[config.mk]
export PLATFORM = sky130hd
export DESIGN_NAME = cfg_sync_gate
export DESIGN_NICKNAME = d
export VERILOG_FILES = /design/src/rtl/cfg_sync_pkg.sv /design/src/rtl/cfg_sync_hunter.sv /design/src/rtl/cfg_word_packer.sv /design/src/rtl/cfg_sync_gate.sv
export SDC_FILE = /design/constraint.sdc
export NUM_CORES = 1
export LEC_CHECK = 0
export BUFFER_PORTS_ARGS = -buffer_cell sky130_fd_sc_hd__buf_2
export CAP_MARGIN = 0
export CORE_UTILIZATION = 35
export DETAILED_ROUTE_END_ITERATION = 10
export GPL_ROUTABILITY_DRIVEN = 0
export GPL_TIMING_DRIVEN = 0
export PLACE_DENSITY = 0.48
export REMOVE_ABC_BUFFERS = 1
export SLEW_MARGIN = 15
export SYNTH_ARGS = -nofsm -noshare
export SYNTH_HDL_FRONTEND = slang
export SYNTH_SLANG_ARGS = --single-unit
[constraint.sdc]
create_clock -name clk -period 2.3 [get_ports clk]
set_clock_uncertainty 0.15 [all_clocks]
set_input_delay 0.46 -clock clk [delete_from_list [all_inputs] [get_ports clk]]
set_output_delay 0.46 -clock clk [all_outputs]
set_load 0.1 [all_outputs]
[src/rtl/cfg_sync_pkg.sv]
// Shared types for the configuration sync gate.
// Assumes: nothing beyond a 2-bit state encoding.
package cfg_sync_pkg;

    typedef enum logic [1:0] {
        ST_HUNT = 2'd0,   // searching for the pattern
        ST_ID   = 2'd1,   // gathering the identifier
        ST_LOAD = 2'd2,   // forwarding payload words
        ST_FAIL = 2'd3    // identifier mismatch, held
    } cfg_state_t;

endpackage

[src/rtl/cfg_sync_hunter.sv]
// Sliding-window pattern detector.
// Shifts one bit per enabled cycle into a W-bit window, MSB first, and flags
// a hit combinationally when the window including the current bit equals
// PATTERN. Assumes the caller stops enabling it once the hit is taken.
module cfg_sync_hunter #(
    parameter int          W       = 32,
    parameter logic [W-1:0] PATTERN = '0
) (
    input  logic clk,
    input  logic rst_n,
    input  logic clear,
    input  logic shift_en,
    input  logic bit_in,
    output logic hit
);

    logic [W-1:0] window;
    logic [W-1:0] window_nx;

    // next window content including the bit on the input this cycle
    assign window_nx = {window[W-2:0], bit_in};
    assign hit       = shift_en && (window_nx == PATTERN);

    // keep the most recent W accepted bits
    always_ff @(posedge clk) begin
        if (!rst_n || clear) begin
            window <= '0;
        end else if (shift_en) begin
            window <= window_nx;
        end
    end

endmodule

[src/rtl/cfg_word_packer.sv]
// Serial-to-parallel word builder.
// Collects W enabled bits MSB first. On the cycle carrying the last bit it
// raises last and presents the whole word on word_nx. Assumes clear is
// pulsed whenever a new word grid must start.
module cfg_word_packer #(
    parameter int W = 32
) (
    input  logic         clk,
    input  logic         rst_n,
    input  logic         clear,
    input  logic         en,
    input  logic         bit_in,
    output logic         last,
    output logic [W-1:0] word_nx
);

    localparam int CW = $clog2(W);

    logic [CW-1:0] bit_cnt;
    logic [W-1:0]  acc;

    // word as it stands once the current bit is included
    assign word_nx = {acc[W-2:0], bit_in};
    assign last    = en && (bit_cnt == CW'(W - 1));

    // accumulate bits and count position within the word
    always_ff @(posedge clk) begin
        if (!rst_n || clear) begin
            bit_cnt <= '0;
            acc     <= '0;
        end else if (en) begin
            acc     <= word_nx;
            bit_cnt <= last ? '0 : bit_cnt + 1'b1;
        end
    end

endmodule

[src/rtl/cfg_sync_gate.sv]
// Configuration stream sync and identity gate (top).
// Hunts for SYNC_WORD at any bit offset, checks the following word against
// DEVICE_ID, then forwards payload words or latches an error until restart.
// Assumes one bit per cycle at most and inputs stable around the rising edge.
module cfg_sync_gate #(
    parameter int           W         = 32,
    parameter logic [W-1:0] SYNC_WORD = 32'hAA99_5566,
    parameter logic [W-1:0] DEVICE_ID = 32'h0208_8093
) (
    input  logic         clk,
    input  logic         rst_n,
    input  logic         bit_in,
    input  logic         bit_vld,
    input  logic         restart,
    output logic [W-1:0] word_out,
    output logic         word_vld,
    output logic         sync_found,
    output logic         id_ok,
    output logic         id_err
);

    import cfg_sync_pkg::*;

    cfg_state_t   state;
    logic         hunt_en;
    logic         pack_en;
    logic         sync_hit;
    logic         word_last;
    logic [W-1:0] word_nx;

    // route accepted bits to the hunter or the packer depending on phase
    assign hunt_en = bit_vld && !restart && (state == ST_HUNT);
    assign pack_en = bit_vld && !restart &&
                     ((state == ST_ID) || (state == ST_LOAD));

    cfg_sync_hunter #(
        .W       (W),
        .PATTERN (SYNC_WORD)
    ) u_hunter (
        .clk      (clk),
        .rst_n    (rst_n),
        .clear    (restart),
        .shift_en (hunt_en),
        .bit_in   (bit_in),
        .hit      (sync_hit)
    );

    cfg_word_packer #(
        .W (W)
    ) u_packer (
        .clk     (clk),
        .rst_n   (rst_n),
        .clear   (restart),
        .en      (pack_en),
        .bit_in  (bit_in),
        .last    (word_last),
        .word_nx (word_nx)
    );

    // phase sequencing and the three status flags
    always_ff @(posedge clk) begin
        if (!rst_n || restart) begin
            state      <= ST_HUNT;
            sync_found <= 1'b0;
            id_ok      <= 1'b0;
            id_err     <= 1'b0;
        end else begin
            unique case (state)
                ST_HUNT: if (sync_hit) begin
                    state      <= ST_ID;
                    sync_found <= 1'b1;
                end
                ST_ID: if (word_last) begin
                    if (word_nx == DEVICE_ID) begin
                        state <= ST_LOAD;
                        id_ok <= 1'b1;
                    end else begin
                        state  <= ST_FAIL;
                        id_err <= 1'b1;
                    end
                end
                ST_LOAD: ;
                ST_FAIL: ;
                default: state <= ST_HUNT;
            endcase
        end
    end

    // payload word output and its one-cycle strobe
    always_ff @(posedge clk) begin
        if (!rst_n || restart) begin
            word_out <= '0;
            word_vld <= 1'b0;
        end else begin
            word_vld <= 1'b0;
            if ((state == ST_LOAD) && word_last) begin
                word_out <= word_nx;
                word_vld <= 1'b1;
            end
        end
    end

    AST_ONE_VERDICT: assert property (@(posedge clk) disable iff (!rst_n)
        !(id_ok && id_err));
    AST_VERDICT_NEEDS_SYNC: assert property (@(posedge clk) disable iff (!rst_n)
        (id_ok || id_err) |-> sync_found);
    AST_NO_EARLY_WORD: assert property (@(posedge clk) disable iff (!rst_n)
        word_vld |-> id_ok);
    AST_FAIL_SILENT: assert property (@(posedge clk) disable iff (!rst_n)
        id_err |-> !word_vld);
    AST_ERR_HOLDS: assert property (@(posedge clk) disable iff (!rst_n)
        (id_err && !restart) |=> id_err);
    AST_RESTART_CLEAR: assert property (@(posedge clk) disable iff (!rst_n)
        restart |=> (!sync_found && !id_ok && !id_err && !word_vld));
    AST_WORD_NEEDS_BIT: assert property (@(posedge clk) disable iff (!rst_n)
        word_vld |-> $past(bit_vld));
    AST_SYNC_ON_BIT: assert property (@(posedge clk) disable iff (!rst_n)
        $rose(sync_found) |-> $past(bit_vld));

endmodule

==> run_results.csv <==
group,metric,value,unit
outcome,status,"finished clean",
routing,vias,3228,
layout,diodes,0,
global_routing,grt_overflow,0,
clock_network,cts_tree,"yes",
die,initial_utilization,0.3621,
layout,final_common_cell,"nand2_1",
layout,most-common-layout-cells,"nand2_1, dfxtp_1, a21oi_1",
placement,dpl_cell_area,0.004249,mm²
critical_path,critPathLaunchType,"register",
synthesis,syn_area,0.003960,mm²
die,rows,38,
die,die_h,108.4,µm
synthesis,async_reset_ff_frac,0,
synthesis,synth_seq_cells,105,
placement,pre_cts_ws,-0.7868,ns
clock_network,postCtsHoldBufs,0,
clock_network,cts_made_buffers,9,
critical_path,arrival,2.18,ns
synthesis,synth.yosys.seq_area_share,0.5308,
global_routing,track_usage,0.1529,
synthesis,synthDistinctLibCells,32,
layout,final.fill_count,1142,
timing,fin_crit_sh,0.9151,
worst_hold_path,holdCritStartpoint,"bit_in",
timing,finalMaxSlewViolations,0,
layout,synthToLayoutAreaGrowth,15.29,%
layout,final_util,0.4175,
routing,first_iter_violations,147,
die,coreArea,0.01094,mm²
die,dieArea,0.01174,mm²
synthesis,yosys_warnings,0,
global_routing,grt_pass1_wl,13.92,mm
critical_path,ff2ff_path_depth,7,
global_routing,grt_pass1_vias,2915,
clock_network,cts_buffer_depth,2,
pwr,p_leak,1.529,nW
layout,multi_input_area,0.001749,mm²
critical_path,worstSetupPathType,"reg2reg",
clock_network,cts.sinks,105,
timing,slew_headroom,0.5205,
layout,drive_above_1_share,0.1401,
die,die_w,108.4,µm
worst_hold_path,hold_path_class,"in2reg",
layout,fin_nets,529,
synthesis,synthCells,495,
critical_path,rrSetupSlack,0.20,ns
timing,tightest_slew,0.7192,ns
clock_network,clk_pin_slew,0.06,ns
layout,layout.cells.non_filler,661,
routing,viasPerCell,4.884,
critical_path,endpoint_kind,"register",
synthesis,synth-edff-count,0,
routing,wl,8.454,mm
timing,postLayoutSetupSlackWorst,0.1953,ns
timing,setup_viol,0,
job,cap_violations,0,
placement,io_buffer_count,40,
routing,drtAntennaViolNets,0,
timing,fin_hold_ws,0.2609,ns
critical_path,crit_fanout,16,
layout,seq_area,0.002102,mm²
critical_path,r2r_start,"state[1]",
timing,hold_violations,0,
timing,max_clock_freq,475.1,MHz
routing,drc,0,
clock_network,cts_max_level,3,
worst_hold_path,whs_endpoint,"u_hunter.window[0]",
clock_network,cts.root.buffer_cell,"clkbuf_16",
worst_hold_path,hold-path-cell-count,3,
layout,stdcell_area,0.004566,mm²
placement,dp_cells,643,
timing,period_needed,2.105,ns
timing,fin_tns_setup,0,ns
pwr,total_power,3.249,mW
die,pin_count,41,
critical_path,reg2reg_to,"state[1]",
clock_network,clk_latency,0.34,ns
routing,drt-wirelength-per-cell,12.79,µm
synthesis,synth-main-ff-cell,"dfxtp_1",
global_routing,grt_max_degree,66,
global_routing,antenna_found_initial,0,
placement,dp.final_hpwl,5.006,mm
critical_path,required,2.38,ns
pwr,cellPowerDensity,711.6,mW/mm²
routing,dr.pass1.iters,5,
pwr,vdd_drop_max,0.0002790,V
synthesis,avgSynthCellArea,8.000,µm²
how the worst max path moves through the flow:
stage                     depth (start not counted)  slack, ns     start            to
after CTS                                         7       0.06  state[1]      state[0]
after global routing                              7    -0.0005  state[1]      state[0]
after global placement                            3      -1.73   restart         id_ok
after detailed placement                          6      -0.79  state[1]  word_out[10]
after floorplan                                   6      -0.54  state[1]   word_out[0]
final                                             7       0.20  state[1]      state[1]
registers in the layout, indices dropped and copies added, names as in the netlist:
signal            flops
word_vld              1
u_packer.acc         31
id_ok                 1
state                 2
u_packer.bit_cnt      5
sync_found            1
id_err                1
word_out             32
u_hunter.window      31
per-layer routing:
metal | up-vias | track usage | wire length (µm)
met1 | 1484 | 0.2004 | 4282
met2 | 40 | 0.2407 | 3789
met5 | - | 0 | 0
met3 | 12 | 0.02712 | 231
met4 | 0 | 0.07819 | 150
li1 | 1692 | - | -
worst max-delay path, stage by stage, from the launching register on:
cell and delay, ns:
dfxtp_1 0.31, inv_1 0.12, ha_1 0.29, and3b_4 0.37, nand3_1 0.17, nor3_4 0.26
mux2i_1 0.27, a211oi_2 0.06
kinds of logic after synthesis:
| logic type | count (synthesis) | share of synthesized area |
|---|---|---|
| buffers and inverters | 39 | 0.04075 |
| DFF | 105 | 0.5308 |
| muxes | 1 | 0.002528 |
| adders and majority gates | 5 | 0.01580 |
| AOI/OAI and AO/OA | 109 | 0.1419 |
| and+or+nand+nor | 236 | 0.2682 |
cell type report:
| type | count | share of cell area |
|---|---|---|
| Timing Repair Buffer | 46 | 0.05974 |
| Multi-Input combinational cell | 353 | 0.3831 |
| Inverter | 4 | 0.003289 |
| Sequential cell | 105 | 0.4604 |
| Tap cell | 140 | 0.03837 |
| Clock buffer | 12 | 0.05399 |
| Clock inverter | 1 | 0.001096 |
cell usage after synthesis, types with 3 or more instances:
cell      instances  share of area
buf_2            11          0.014
a21oi_1         100           0.13
nand3_1           4         0.0051
ha_1              5          0.016
nor2_1            7         0.0066
and4bb_2          6          0.019
inv_1             4         0.0038
o21ai_0           4         0.0051
nand2_1         192           0.18
clkbuf_1         14          0.013
dfxtp_1         105           0.53
nor4b_1           6          0.013
nand3b_1          4         0.0076
buf_1             9         0.0085
nand4_1           3         0.0047
report_power, final:
| group | total, mW | switching, mW | internal, mW |
|---|---|---|---|
| logic | 0.0672 | 0.0534 | 0.0138 |
| clock network | 1.36 | 0.619 | 0.745 |
| registers | 1.82 | 0.000319 | 1.82 |
| total | 3.25 | 0.673 | 2.58 |
timing repair:
action,in CTS,in global routing
setup endpoints to repair,37,22
cloned,1,1
pin swaps,1,2
resized for setup,6,1
buffers inserted,0,2
No activity file was read; power rests on OpenSTA's default activity.
